==> config.mk <==
export PLATFORM = sky130hd
export DESIGN_NAME = dual_timer8
export DESIGN_NICKNAME = d
export VERILOG_FILES = /design/src/rtl/dtmr_pkg.sv /design/src/rtl/dtmr_prescaler.sv /design/src/rtl/dtmr_core.sv /design/src/rtl/dtmr_outff.sv /design/src/rtl/dual_timer8.sv
export SDC_FILE = /design/constraint.sdc
export NUM_CORES = 1
export LEC_CHECK = 0
export BUFFER_PORTS_ARGS = -buffer_cell sky130_fd_sc_hd__buf_2
export CORE_MARGIN = 2
export CORE_UTILIZATION = 39
export DETAILED_ROUTE_END_ITERATION = 10
export GPL_TIMING_DRIVEN = 0
export PLACE_DENSITY_LB_ADDON = 0.08
export RECOVER_POWER = 100
export SETUP_SLACK_MARGIN = 0.05
export SLEW_MARGIN = 20
export SYNTH_ARGS = -nofsm -noshare
export SYNTH_HDL_FRONTEND = slang
export SYNTH_HIERARCHICAL = 1
export SYNTH_SLANG_ARGS = --single-unit
==> constraint.sdc <==
create_clock -name clk -period 3.05 [get_ports clk]
set_input_delay 0.61 -clock clk [delete_from_list [all_inputs] [get_ports clk]]
set_output_delay 0.61 -clock clk [all_outputs]
set_load 0.1 [all_outputs]
==> src/rtl/dtmr_pkg.sv <==
package dtmr_pkg;
   typedef enum logic [1:0] {
      MODE_T8  = 2'b00,
      MODE_T16 = 2'b01,
      MODE_PPG = 2'b10,
      MODE_PWM = 2'b11
   } tmode_e;

   typedef enum logic [1:0] {
      FF_INV  = 2'b00,
      FF_SET  = 2'b01,
      FF_CLR  = 2'b10,
      FF_KEEP = 2'b11
   } ffcmd_e;
endpackage

==> src/rtl/dtmr_prescaler.sv <==
module dtmr_prescaler #(
   parameter int PSC_W    = 9,
   parameter int TAP_STEP = 4,
   parameter int NCH      = 2
) (
   input  logic             clk,
   input  logic             rst_n,
   input  logic             run,
   input  logic [2*NCH-1:0] sel,
   output logic [NCH-1:0]   tick
);
   localparam int HI_TAP = 2 * TAP_STEP;

   if (HI_TAP >= PSC_W) begin : g_bad_taps
      $error("dtmr_prescaler: taps exceed prescaler width");
   end

   logic [PSC_W-1:0] psc;
   logic [3:0]       tap_hit;

   always_ff @(posedge clk or negedge rst_n) begin
      if (!rst_n)   psc <= '0;
      else if (run) psc <= psc + 1'b1;
      else          psc <= '0;
   end

   // tap k fires once every 2^(k*TAP_STEP) cycles, the last tap on full wrap
   assign tap_hit[0] = 1'b1;
   assign tap_hit[1] = &psc[TAP_STEP-1:0];
   assign tap_hit[2] = &psc[HI_TAP-1:0];
   assign tap_hit[3] = &psc;

   for (genvar c = 0; c < NCH; c++) begin : g_tick
      assign tick[c] = run & tap_hit[sel[2*c +: 2]];
   end

   // a fresh start always finds the prescaler at zero
   p_restart_zero_r3: assert property (@(posedge clk) disable iff (!rst_n)
      $rose(run) |-> (psc == '0));
endmodule

==> src/rtl/dtmr_core.sv <==
module dtmr_core
   import dtmr_pkg::*;
#(
   parameter int CNT_W = 8
) (
   input  logic             clk,
   input  logic             rst_n,
   input  logic             run,
   input  tmode_e           mode,
   input  logic [1:0]       pwm_cyc,
   input  logic             tick0,
   input  logic             tick1,
   input  logic [CNT_W-1:0] cmp0,
   input  logic [CNT_W-1:0] cmp1,
   output logic             ev0,
   output logic             ev1,
   output logic             pwm_set,
   output logic             pwm_clr,
   output logic             irq0,
   output logic             irq1
);
   localparam int WIDE_W = 2 * CNT_W;

   if (CNT_W < 4) begin : g_bad_width
      $error("dtmr_core: counter width too small for PWM periods");
   end

   logic [CNT_W-1:0]  cnt0, cnt1, cnt0_n, cnt1_n;
   logic [CNT_W-1:0]  mask, pwm_nx;
   logic [WIDE_W-1:0] wide_nx;
   logic              lo_eq, hi_eq;

   always_comb begin
      case (pwm_cyc)
         2'b01:   mask = {CNT_W{1'b1}} >> 2;
         2'b10:   mask = {CNT_W{1'b1}} >> 1;
         default: mask = {CNT_W{1'b1}};
      endcase
   end

   assign lo_eq   = (cnt0 == cmp0);
   assign hi_eq   = (cnt1 == cmp1);
   assign pwm_nx  = (cnt0 + 1'b1) & mask;
   assign wide_nx = {cnt1, cnt0} + 1'b1;

   always_comb begin
      cnt0_n  = cnt0;
      cnt1_n  = cnt1;
      ev0     = 1'b0;
      ev1     = 1'b0;
      pwm_set = 1'b0;
      pwm_clr = 1'b0;
      case (mode)
         MODE_T8: begin
            if (tick0) begin
               if (lo_eq) begin cnt0_n = '0; ev0 = 1'b1; end
               else             cnt0_n = cnt0 + 1'b1;
            end
            if (tick1) begin
               if (hi_eq) begin cnt1_n = '0; ev1 = 1'b1; end
               else             cnt1_n = cnt1 + 1'b1;
            end
         end
         MODE_T16: begin
            // the low-half match only counts when the high half also agrees
            if (tick0) begin
               if (lo_eq && hi_eq) begin
                  cnt0_n = '0;
                  cnt1_n = '0;
                  ev1    = 1'b1;
               end else begin
                  {cnt1_n, cnt0_n} = wide_nx;
               end
            end
         end
         MODE_PPG: begin
            cnt1_n = '0;
            if (tick0) begin
               if (cnt0 == cmp1) begin cnt0_n = '0; ev1 = 1'b1; end
               else begin
                  cnt0_n = cnt0 + 1'b1;
                  ev0    = lo_eq;
               end
            end
         end
         default: begin
            cnt1_n = '0;
            if (tick0) begin
               cnt0_n  = pwm_nx;
               ev1     = (pwm_nx == '0);
               ev0     = (pwm_nx == cmp0);
               pwm_set = ev1 && (cmp0 != '0);
               pwm_clr = ev0;
            end
         end
      endcase
      if (!run) begin
         cnt0_n = '0;
         cnt1_n = '0;
      end
   end

   always_ff @(posedge clk or negedge rst_n) begin
      if (!rst_n) begin
         cnt0 <= '0;
         cnt1 <= '0;
         irq0 <= 1'b0;
         irq1 <= 1'b0;
      end else begin
         cnt0 <= cnt0_n;
         cnt1 <= cnt1_n;
         irq0 <= ev0;
         irq1 <= ev1;
      end
   end

   // a channel-0 pulse in timer mode leaves the counter at zero
   p_t8_clear_r4: assert property (@(posedge clk) disable iff (!rst_n)
      (mode == MODE_T8 && $past(mode == MODE_T8) && irq0) |-> (cnt0 == '0));

   // a full 16-bit match leaves both halves at zero
   p_t16_clear_r5: assert property (@(posedge clk) disable iff (!rst_n)
      (mode == MODE_T16 && $past(mode == MODE_T16) && irq1) |-> (cnt0 == '0 && cnt1 == '0));

   // no channel-0 pulse while cascaded
   p_t16_quiet_r5: assert property (@(posedge clk) disable iff (!rst_n)
      (mode == MODE_T16 && $past(mode == MODE_T16)) |-> !irq0);

   // the PWM count never leaves the selected period
   p_pwm_bound_r7: assert property (@(posedge clk) disable iff (!rst_n)
      (mode == MODE_PWM && $past(mode == MODE_PWM) && $stable(pwm_cyc)) |-> ((cnt0 & ~mask) == '0));

   // stopped counters raise nothing
   p_stop_quiet_r3: assert property (@(posedge clk) disable iff (!rst_n)
      !run |=> (!irq0 && !irq1));
endmodule

==> src/rtl/dtmr_outff.sv <==
module dtmr_outff
   import dtmr_pkg::*;
(
   input  logic   clk,
   input  logic   rst_n,
   input  tmode_e mode,
   input  logic   inv_en,
   input  logic   inv_sel,
   input  logic   ev0,
   input  logic   ev1,
   input  logic   pwm_set,
   input  logic   pwm_clr,
   input  logic   ff_wr,
   input  ffcmd_e ff_cmd,
   output logic   ff_out
);
   logic tog;

   always_comb begin
      case (mode)
         MODE_T8:  tog = inv_en & (inv_sel ? ev1 : ev0);
         MODE_T16: tog = inv_en & ev1;
         MODE_PPG: tog = inv_en & (ev0 | ev1);
         default:  tog = 1'b0;
      endcase
   end

   always_ff @(posedge clk or negedge rst_n) begin
      if (!rst_n) begin
         ff_out <= 1'b0;
      end else if (ff_wr && ff_cmd != FF_KEEP) begin
         case (ff_cmd)
            FF_INV:  ff_out <= ~ff_out;
            FF_SET:  ff_out <= 1'b1;
            default: ff_out <= 1'b0;
         endcase
      end else if (pwm_clr) begin
         ff_out <= 1'b0;
      end else if (pwm_set) begin
         ff_out <= 1'b1;
      end else if (tog) begin
         ff_out <= ~ff_out;
      end
   end

   // set and clear commands land on the next edge
   p_cmd_set_r10: assert property (@(posedge clk) disable iff (!rst_n)
      $past(ff_wr && ff_cmd == FF_SET) |-> ff_out);
   p_cmd_clr_r10: assert property (@(posedge clk) disable iff (!rst_n)
      $past(ff_wr && ff_cmd == FF_CLR) |-> !ff_out);
   // invert command flips the level
   p_cmd_inv_r10: assert property (@(posedge clk) disable iff (!rst_n)
      $past(ff_wr && ff_cmd == FF_INV) |-> (ff_out != $past(ff_out)));
endmodule

==> src/rtl/dual_timer8.sv <==
module dual_timer8
   import dtmr_pkg::*;
#(
   parameter int CNT_W    = 8,
   parameter int PSC_W    = 9,
   parameter int TAP_STEP = 4
) (
   input  logic             clk,
   input  logic             rst_n,
   input  logic             run,
   input  logic [1:0]       mode,
   input  logic [1:0]       pwm_cyc,
   input  logic [1:0]       clk_sel0,
   input  logic [1:0]       clk_sel1,
   input  logic [CNT_W-1:0] cmp0,
   input  logic [CNT_W-1:0] cmp1,
   input  logic             inv_en,
   input  logic             inv_sel,
   input  logic             ff_wr,
   input  logic [1:0]       ff_cmd,
   output logic             irq0,
   output logic             irq1,
   output logic             ff_out
);
   localparam int NCH = 2;

   tmode_e         mode_e;
   logic [NCH-1:0] tick;
   logic           ev0, ev1, pwm_set, pwm_clr;

   assign mode_e = tmode_e'(mode);

   dtmr_prescaler #(.PSC_W(PSC_W), .TAP_STEP(TAP_STEP), .NCH(NCH)) u_psc (
      .clk   (clk),
      .rst_n (rst_n),
      .run   (run),
      .sel   ({clk_sel1, clk_sel0}),
      .tick  (tick)
   );

   dtmr_core #(.CNT_W(CNT_W)) u_core (
      .clk     (clk),
      .rst_n   (rst_n),
      .run     (run),
      .mode    (mode_e),
      .pwm_cyc (pwm_cyc),
      .tick0   (tick[0]),
      .tick1   (tick[1]),
      .cmp0    (cmp0),
      .cmp1    (cmp1),
      .ev0     (ev0),
      .ev1     (ev1),
      .pwm_set (pwm_set),
      .pwm_clr (pwm_clr),
      .irq0    (irq0),
      .irq1    (irq1)
   );

   dtmr_outff u_ff (
      .clk     (clk),
      .rst_n   (rst_n),
      .mode    (mode_e),
      .inv_en  (inv_en),
      .inv_sel (inv_sel),
      .ev0     (ev0),
      .ev1     (ev1),
      .pwm_set (pwm_set),
      .pwm_clr (pwm_clr),
      .ff_wr   (ff_wr),
      .ff_cmd  (ffcmd_e'(ff_cmd)),
      .ff_out  (ff_out)
   );

   // a PWM wrap with a nonzero duty drives the output high
   p_pwm_wrap_r8: assert property (@(posedge clk) disable iff (!rst_n)
      (mode == 2'b11 && $past(mode == 2'b11) && irq1 && !$past(ff_wr) && $past(cmp0) != '0)
      |-> ff_out);
endmodule

Word level (Yosys, flattened, before mapping):

Index checks and enable logic that the tools add are counted.

* reduce and logical (&&, ||, !) cells: 13
* add/subtract/negate cells: 4
* eq/ne operators: 13
* bitwise operators: 8
* order comparisons: 2
* muxes and demuxes: 45

Operators with widths (number)
* 8-bit 2-to-1 mux: 13
* 8-bit == test: 4
* 8-bit case mux with 2 select lines: 2
* 8-bit case mux with 3 select lines: 1
* 1-bit 2-to-1 mux: 22
* 16-bit by 1-bit adder with 16-bit output (second input constant): 1
* 8-bit by 1-bit adder with 8-bit output (second input constant): 2
* 9-bit by 1-bit adder with 9-bit output (second input constant): 1
* 9-bit 2-to-1 mux: 1
* 1-bit case mux with 3 select lines: 3
* 9-bit AND reduction: 1
* 8-bit AND: 1
* 8-bit logical NOT: 1
* 8-bit AND reduction: 1
* 8-bit nonzero test: 1
* 2-bit by 1-bit == test with 1-bit output (second input constant): 3
* 2-bit by 3-bit < comparator with 1-bit output (second input constant): 2
* 3-bit by 2-bit != test with 1-bit output (second input constant): 2
* 1-bit AND: 5
* 1-bit binary-select mux with 2-bit select: 2
* 2-bit == test (second input constant): 2
* 2-bit logical NOT: 2
* 4-bit AND reduction: 1
* 4-bit nonzero test: 1
* 8 further kinds: 10

* bits of input ports: 32
* flip-flop bits (word level): 28
* output and inout port bits: 3
* word-level logic and storage cells: 91

Logic depth before layout (Yosys ltp):

Gate-level depths: netlist (run 1).

* depth in word-level cells: 13
* depth in mapped cells: 15
* gate-level depth less buffers: 15

Modules after synthesis:

Netlist (run 1), hierarchy kept.

By module, submodules not included
* dtmr_core: sequential area each 450.4 µm², cells each 225, area each 1838.0 µm², times used 1
* dtmr_prescaler: sequential area each 225.2 µm², cells each 46, area each 483.0 µm², times used 1
* dtmr_outff: sequential area each 25.0 µm², cells each 21, area each 172.7 µm², times used 1

Worst setup path after synthesis (run 1):

Ideal clock, no wire load.

* path kind: flip-flop to flip-flop
* from: reg u_psc.psc[0]
* to: reg u_ff.ff_out
* buffers on the path: 0
* arrival: 3.107 ns
* cell stages (with the launch flop): 16
* period minus slack after synthesis: 3.235 ns
* path slack: -0.185 ns
* setup time: 0.128 ns
* data required time: 2.922 ns
* cells stage by stage: dfrtp_1 ha_1 nand3_2 nor3_2 ha_1 and3b_1 a31oi_1 o311a_1 nand2_1 or4_1 nor4_1 and3_1 o21bai_1 a21oi_2 o21ai_1 mux2_1

* elaborated cells on any way between the ends: 31
* those cells by class: mux: 21; bitwise: 6; reduce/logical: 4

RTL lines
* start: declaration: RTL line dtmr_prescaler.sv:18 `logic [PSC_W-1:0] psc;`
* start signal: assignment: RTL line dtmr_prescaler.sv:23 `else if (run) psc <= psc + 1'b1;`
* 9-bit AND reduction, or another cell as far along: RTL line dtmr_prescaler.sv:31 `assign tap_hit[3] = &psc;`
* 1-bit binary-select mux with 2-bit select *: RTL line dtmr_prescaler.sv:34 `assign tick[c] = run & tap_hit[sel[2*c +: 2]];`
* 1-bit 2-to-1 mux (implied by the code) *: RTL line dtmr_prescaler.sv:34
* 1-bit AND *: RTL line dtmr_prescaler.sv:34
* via tick[0]: RTL line dual_timer8.sv:28 `logic [NCH-1:0] tick;`
* 1-bit 2-to-1 mux *: RTL line dtmr_core.sv:88 `if (tick0) begin`
* 1-bit 2-to-1 mux *: RTL line dtmr_core.sv:53 `case (mode)`
* via pwm_clr: RTL line dual_timer8.sv:29 `logic ev0, ev1, pwm_set, pwm_clr;`
* 1-bit 2-to-1 mux: RTL line dtmr_outff.sv:37 `end else if (pwm_clr) begin`
* 1-bit 2-to-1 mux: RTL line dtmr_outff.sv:31 `end else if (ff_wr && ff_cmd != FF_KEEP) begin`
* end signal: assignment: RTL line dtmr_outff.sv:33 `FF_INV: ff_out <= ~ff_out;`
* end signal: assignment: RTL line dtmr_outff.sv:42 `ff_out <= ~ff_out;`
* end: declaration: RTL line dtmr_outff.sv:15 `output logic ff_out`

Mark *: on every way through the listed nets, which the timed path passes. The rest lies on a longest branch. The select of a mux whose other input is x is not followed.
A chain may end at the register's enable or synchronous reset.

Final worst setup path (run 1):

* from: reg u_psc.psc[1]
* to: reg u_ff.ff_out

Same word-level chain as after synthesis.

==> out/qor.csv, run 1 <==
metric,value,unit
status,"complete, but fails checks",
failing checks,"max-capacitance violations, max-slew violations, negative setup slack",
Power Total,0.934,mW
crit path buf inv count,0,
Net Sw Frac,31.0,%
Initial Util,39.7,%
clk slew on worst S/H paths,0.11,ns
H-Tree Depth,1,
grt total ovfl,0,
root buf cell,clkbuf_8,
Pwr Density,315,mW/mm^2
Synth Register Bits,28,
sequential power share,42.3,%
ys flop type,dfrtp_1,
Setup-failing EPs final,1,
r2r worst-path depth,15,
number of iterations in the first detailed-routing pass,4,
Pins Over Slew Limit,29,
first-pass GRT wire length,11400,um
Core Rows,29,
final wirelength,6630,um
CP endpoint kind,register,
worst hold-check path type,reg2reg,
Peak VDD IR,0.251,mV
Post-Synthesis Cells,292,
initial antenna violation count,0,
r2r startpoint,u_psc/psc[1],
share of layout cells above drive strength 1,21.5,%
Setup Skew,0.00586,ns
via density per instance,5.65,
total negative slack,-0.231,ns
Hold Path Depth,1,
Critical Path Start,u_psc/psc[1],
f_max,305,MHz
Die W,84.0,um
post-layout util,47.3,%
deepest clock path buffer count,2,
internal power,0.645,mW
Synth Area per Inst,8.54,um^2
routed vias,2356,
post-synthesis sequential area ratio,28.1,%
power share of the clock group,32.7,%
Synth area leaders,"dfrtp_1 (28%), xnor2_1 (11%), ha_1 (6.5%)",
Port Buf Inserts,34,
# nets final,386,
ys async rst share,100,%
antenna-violating nets left,0,
Yosys warnings,6,
Worst Path Arrival,3.45,ns
GRT Util Overall,19.6,%
crit path cell chain,ha_4 -> nand3_4 -> nor3_4 -> ha_2 -> and3b_1 -> a31oi_1 -> o311a_4 -> nand2_1 -> or4_1 -> nor4_1 -> and3_1 -> o21bai_2 -> a21oi_2 -> o21ai_1 -> mux2_1,
total die area,0.00705,mm^2
post-layout min period,3.28,ns
drt drc,0,
vias in the first global route,2301,
TritonCTS sink count,28,
Worst Path Max Fanout,2,
cell leakage power,1.24,nW
Startpoint Class,register,
layout overhead on the synthesized area,19.1,%
die height,84.0,um
routability cong.,0.857,
post-route setup slack,-0.231,ns
worst endpoint required time,3.22,ns
"slowest stage delay, CP",0.48,ns
crit share post-route,108,%
iteration-0 DRC count of the detailed router,88,
Slew headroom,-6.38,%
worst-skew pair later-pin latency,0.28,ns
Post-Syn Nets,337,
final hold violations,0,
CTS Buf Count,3,
NetSw,0.290,mW
post-synth top area share,28.1,%
Critical-path top delay cell,or4_1,
Slew @ Worst Pin,1.60,ns
synth unique cells,59,
RSZ-0062 raised after global routing,yes,
dpl hpwl,4990,um
Worst Hold Launch,u_ff/ff_out,
family with the most delay on the worst path,simple AND/OR/NAND/NOR gates,
Antenna Cells,0,
max-cap viol count,1,
register-to-register setup slack,-0.23,ns
Synth Cell Area,0.00249,mm^2
CTS tree,yes,
core area,0.00628,mm^2
kind of critical path,reg2reg,
"EDFF count, synth",0,
Reg2Reg Capture Point,u_ff/ff_out,
wire length per cell,15.9,um
largest net degree at the start of global routing,29,
Logic pwr share,25.1,%
cell taking the most area after synthesis,dfrtp_1,
WHS Endpoint,u_ff/ff_out,
IO Pins,35,
## registers in the layout, summed over array words and instances, names as in the netlist
signal,cells
u_core/irq1,1
u_psc/psc,9
u_ff/ff_out,1
u_core/irq0,1
u_core/cnt0,8
u_core/cnt1,8
## cell type report
cell class              count  area, um^2
clock buffers               3        41.3
repair buffers             44         240
inverters                  19        71.3
plain buffers              11        71.3
well taps                  77        96.3
flip-flops and latches     28         701
multi-input cells         234        1720
clock inverters             1        30.0
fillers                   637        3310
## metrics by stage
step | hold slack [ns] | setup slack (ns) | cells | cell area, um^2
2_1_floorplan | 0.314 | -0.185 | 292 | 2490
3_3_place_gp | 0.470 | -0.635 | 403 | 2760
3_5_place_dp | 0.472 | -0.704 | 403 | 2760
4_1_cts | 0.388 | -0.282 | 415 | 2940
5_1_grt | 0.569 | -0.380 | 417 | 2970
6_report | 0.551 | -0.231 | 417 | 2970
## synth_stat cells, types with 3 or more instances
cell,count
nor2_1,7
nand2b_1,4
xor2_1,5
inv_1,18
o2111ai_1,4
and2_1,5
o21ai_0,14
nor4_1,6
nand3_1,7
xnor2_1,30
nand4_1,9
a21oi_1,13
nand2_1,30
or3_1,5
o211ai_1,6
and3_1,7
o22ai_1,4
nor2b_1,4
o31a_1,3
nor3_1,9
ha_1,13
a31oi_1,7
dfrtp_1,28
buf_4,5
buf_2,3
a211oi_1,4
## per-layer routing
metal  global-route usage [%]  wire [um]
met1                     27.6       3240
met4                     4.40         36
met3                     2.47        323
met5                        0          0
met2                     32.1       3030
## how the worst max path moves through the flow
stage	cells past startpoint	end	slack, ns
after floorplan	15	u_ff/ff_out	-0.19
after global placement	15	u_ff/ff_out	-0.63
after detailed placement	15	u_ff/ff_out	-0.70
after CTS	15	u_ff/ff_out	-0.28
after global routing	15	u_ff/ff_out	-0.38
final	15	u_ff/ff_out	-0.23
## power by group through the flow
| stage | Sequential [mW] | Combinational, mW | Clock, mW |
|---|---|---|---|
| final | 0.395 | 0.234 | 0.305 |
| after floorplan | 0.439 | 0.109 | 0 |
| after global routing | 0.397 | 0.258 | 0.337 |
| after CTS | 0.395 | 0.231 | 0.316 |
| after detailed placement | 0.401 | 0.220 | 0 |
| after global placement | 0.401 | 0.218 | 0 |
## placed cells by master (no fill, tap or decap), drive strengths merged, types with 5 or more instances in the layout
cell,n
xor2,5
o21ai,16
inv,18
and2,5
o211ai,6
nor3,10
buf,51
nor4,7
nand4,9
a31oi,7
nand2,30
ha,13
nand3,9
and3,7
dfrtp,28
a211oi,5
a21oi,15
nor2,7
or3,5
xnor2,30
clkbuf,7
## repair_timing
| action | 4_1_cts | 5_1_grt |
|---|---|---|
| gates resized for setup | 8 | 2 |
| hold endpoints to repair | 0 | 0 |
| hold buffers | 0 | 0 |
| setup buffers | 8 | 2 |
| pin swaps | 5 | 3 |
| gates cloned | 0 | 0 |
| setup endpoints to repair | 4 | 3 |
## worst register-to-register path, cell delays in order, from the launching register on
cell and delay, ns:
dfrtp_1 0.41, ha_4 0.17, nand3_4 0.08, nor3_4 0.15, ha_2 0.20, and3b_1 0.18, a31oi_1 0.17, o311a_4 0.24
nand2_1 0.07, or4_1 0.48, nor4_1 0.17, and3_1 0.20, o21bai_2 0.13, a21oi_2 0.05, o21ai_1 0.15, mux2_1 0.33
## logic make-up (layout without fill, tap and decap cells)
logic type                 Yosys count  after routing  share of synthesized area [%]
AOI/OAI and AO/OA                   78             78                           21.7
DFF                                 28             28                           28.1
adders and majority gates           13             13                           6.52
muxes                                3              3                           1.25
and+or+nand+nor                    104            104                           23.5
xor gates and xnor gates            36             36                           13.2
buffers and inverters               30             78                           5.72
No activity file was read; power rests on OpenSTA's default activity.
==> inputs of run 2 (changes only) <==
- PLACE_DENSITY_LB_ADDON: 0.08 -> not set
- SKIP_CTS_REPAIR_TIMING: not set -> 1
==> run 2 against run 1 <==
Compared with the run above: the flow still finishes with violations (max-capacitance violations, max-slew violations, negative setup slack); sequential power about the same; first-iteration DRC count up 40%; final cell count is 0.24% lower; register-to-register slack got worse by 0.27 ns; power rose by 0.74%; sequential cell count stayed put; clock skew increased by 0.0019 ns; sequential share of layout area is 0.37 points lower.
==> out/qor.csv, run 2 (same netlist as run 1, synthesis figures left out) <==
metric,value,unit,change
status,"complete, but fails checks",,
failing checks,"max-capacitance violations, max-slew violations, negative setup slack",,
total negative slack,-0.557,ns,-0.326 ns
max-cap viol count,1,,unchanged
Setup Skew,0.00773,ns,+0.00187 ns
die height,84.0,um,unchanged
final wirelength,6540,um,-1.4%
# nets final,385,,-0.26%
vias in the first global route,2216,,-3.7%
footprint of the multi-input gates,0.00177,mm^2,+3.0%
max reg flops,9,,unchanged
crit share post-route,116,%,+8.7 points
f_max,282,MHz,-7.5%
drt drc,0,,unchanged
Slew headroom,-8.34,%,-2.0 points
Port Buf Inserts,34,,unchanged
Worst Path Max Fanout,7,,+5
dpl hpwl,4890,um,-2.0%
RSZ-0062 raised after global routing,yes,,
first-pass GRT wire length,10800,um,-4.9%
Die W,84.0,um,unchanged
CP endpoint kind,register,,
Top reg by flops,u_psc/psc,,
via density per instance,5.58,,-1.2%
worst endpoint required time,3.23,ns,about the same
Critical-path top delay cell,or4_4,,
Antenna Cells,0,,unchanged
post-route setup slack,-0.498,ns,-0.267 ns
share of layout cells above drive strength 1,23.6,%,+2.1 points
Worst Path Arrival,3.73,ns,+0.28 ns
met3 Usage GRT,1.88,%,-0.59 points
core area,0.00628,mm^2,unchanged
Register Area,701,um^2,unchanged
Pwr Density,312,mW/mm^2,-0.85%
final hold violations,0,,unchanged
TritonCTS sink count,28,,unchanged
kind of critical path,reg2reg,,
Setup-failing EPs final,2,,+1
routability cong.,0.887,,+3.5%
Largest regs,"u_psc/psc: 9 flops, u_core/cnt0: 8 flops, u_core/cnt1: 8 flops",,
CTS Buf Count,3,,unchanged
DP Cell Count,403,,unchanged
routed vias,2323,,-1.4%
Setup WS pre-CTS,-0.798,ns,-0.0939 ns
crit path cell chain,ha_4 -> nand3_4 -> nor3_4 -> ha_2 -> and3b_1 -> a31oi_1 -> o311a_4 -> nand2_4 -> or4_4 -> nor4_4 -> and3_4 -> o21bai_4 -> a21oi_2 -> o21ai_2 -> mux2_4,,
Pins Over Slew Limit,29,,unchanged
antenna-violating nets left,0,,unchanged
fin area,0.00302,mm^2,+1.6%
Min Hold Slack,0.574,ns,+0.0222 ns
Peak VDD IR,0.189,mV,-25%
"commonest cells after routing, fill and taps aside","buf_2 (36), xnor2_1 (30), nand2_1 (29)",,
number of iterations in the first detailed-routing pass,4,,unchanged
layout overhead on the synthesized area,21.0,%,
root buf cell,clkbuf_8,,
GRT busiest layer,met2,,
Layout fillers,636,,-0.16%
"leading cell type in the layout, fill and taps excluded",buf_2,,
worst hold-check path type,reg2reg,,
grt total ovfl,0,,unchanged
post-layout min period,3.55,ns,+0.267 ns
Initial Util,39.7,%,unchanged
Post-Layout Cell Count,416,,-0.24%
initial antenna violation count,0,,unchanged
Startpoint Class,register,,
wire length per cell,15.7,um,-1.1%
cell leakage power,1.25,nW,+1.1%
"slowest stage delay, CP",0.50,ns,+0.02 ns
DP Area,0.00276,mm^2,unchanged
clk slew on worst S/H paths,0.11,ns,about the same
met1 usage,26.7,%,-0.85 points
GRT Util Overall,18.8,%,-0.80 points
worst-skew pair later-pin latency,0.28,ns,about the same
total die area,0.00705,mm^2,unchanged
H-Tree Depth,1,,unchanged
Core Rows,29,,unchanged
largest net degree at the start of global routing,29,,unchanged
deepest clock path buffer count,2,,unchanged
M2 GR Usage,31.0,%,-1.2 points
iteration-0 DRC count of the detailed router,123,,+40%
Slew @ Worst Pin,1.63,ns,+0.0295 ns
CTS tree,yes,,
IO Pins,35,,unchanged
run 2: cell count changes in the layout (fill, tap and decap cells not counted), sizes merged:
| cell | before | now |
|---|---|---|
| clkbuf | 7 | 6 |
run 2: path summary, 6_finish.rpt:
kind | from | endpoint | slack [ns] | cells after the start
worst min register to register | u_psc/psc[6] | u_psc/psc[6] | 0.57 | 2
worst min-delay path | u_psc/psc[6] | u_psc/psc[6] | 0.57 | 2
max in group asynchronous | rst_n | u_core/cnt0[3] | 1.39 | 1
min in group asynchronous | rst_n | u_core/cnt0[6] | 0.72 | 1
worst max register to register | u_psc/psc[1] | u_ff/ff_out | -0.50 | 15
worst max-delay path | u_psc/psc[1] | u_ff/ff_out | -0.50 | 15
run 2: cell type report:
| cell class | instances | area share, % |
|---|---|---|
| clock buffer | 3 | 1.37 |
| buffer | 11 | 2.36 |
| clock inverter | 1 | 0.995 |
| timing repair buffer | 43 | 7.84 |
| inverter | 19 | 2.36 |
| multi-input combinational | 234 | 58.6 |
| tap | 77 | 3.19 |
| sequential | 28 | 23.2 |
run 2: worst max-delay path, delay by kind of cell (launching register included):
kind                       cells  cell delay, ns
and+or+nand+nor                7            1.57
muxes                          1            0.31
DFF                            1            0.42
AOI/OAI and AO/OA              5            0.76
adders and majority gates      2            0.37
run 2: layer usage:
metal  vias to the layer above  wire length, um  part of all wire [%]
met3                         5              220                   3.4
met5                         -                0                     0
met1                      1121             3130                    48
li1                       1151                -                     -
met4                         0               52                  0.80
met2                        46             3130                    48
run 2: per-stage QoR:
step,total power [mW],utilization (%)
floorplan,0.548,-
global route,0.993,48.1
finish,0.941,48.1
CTS,0.937,45.1
global placement,0.618,44.0
detailed placement,0.621,44.0
run 2: power by group:
part	internal [mW]	switching [mW]	leakage (nW)	total, mW
clock	0.176	0.129	0.0357	0.305
sequential	0.383	0.0135	0.385	0.396
combinational	0.0900	0.150	0.833	0.240
total	0.649	0.293	1.25	0.941
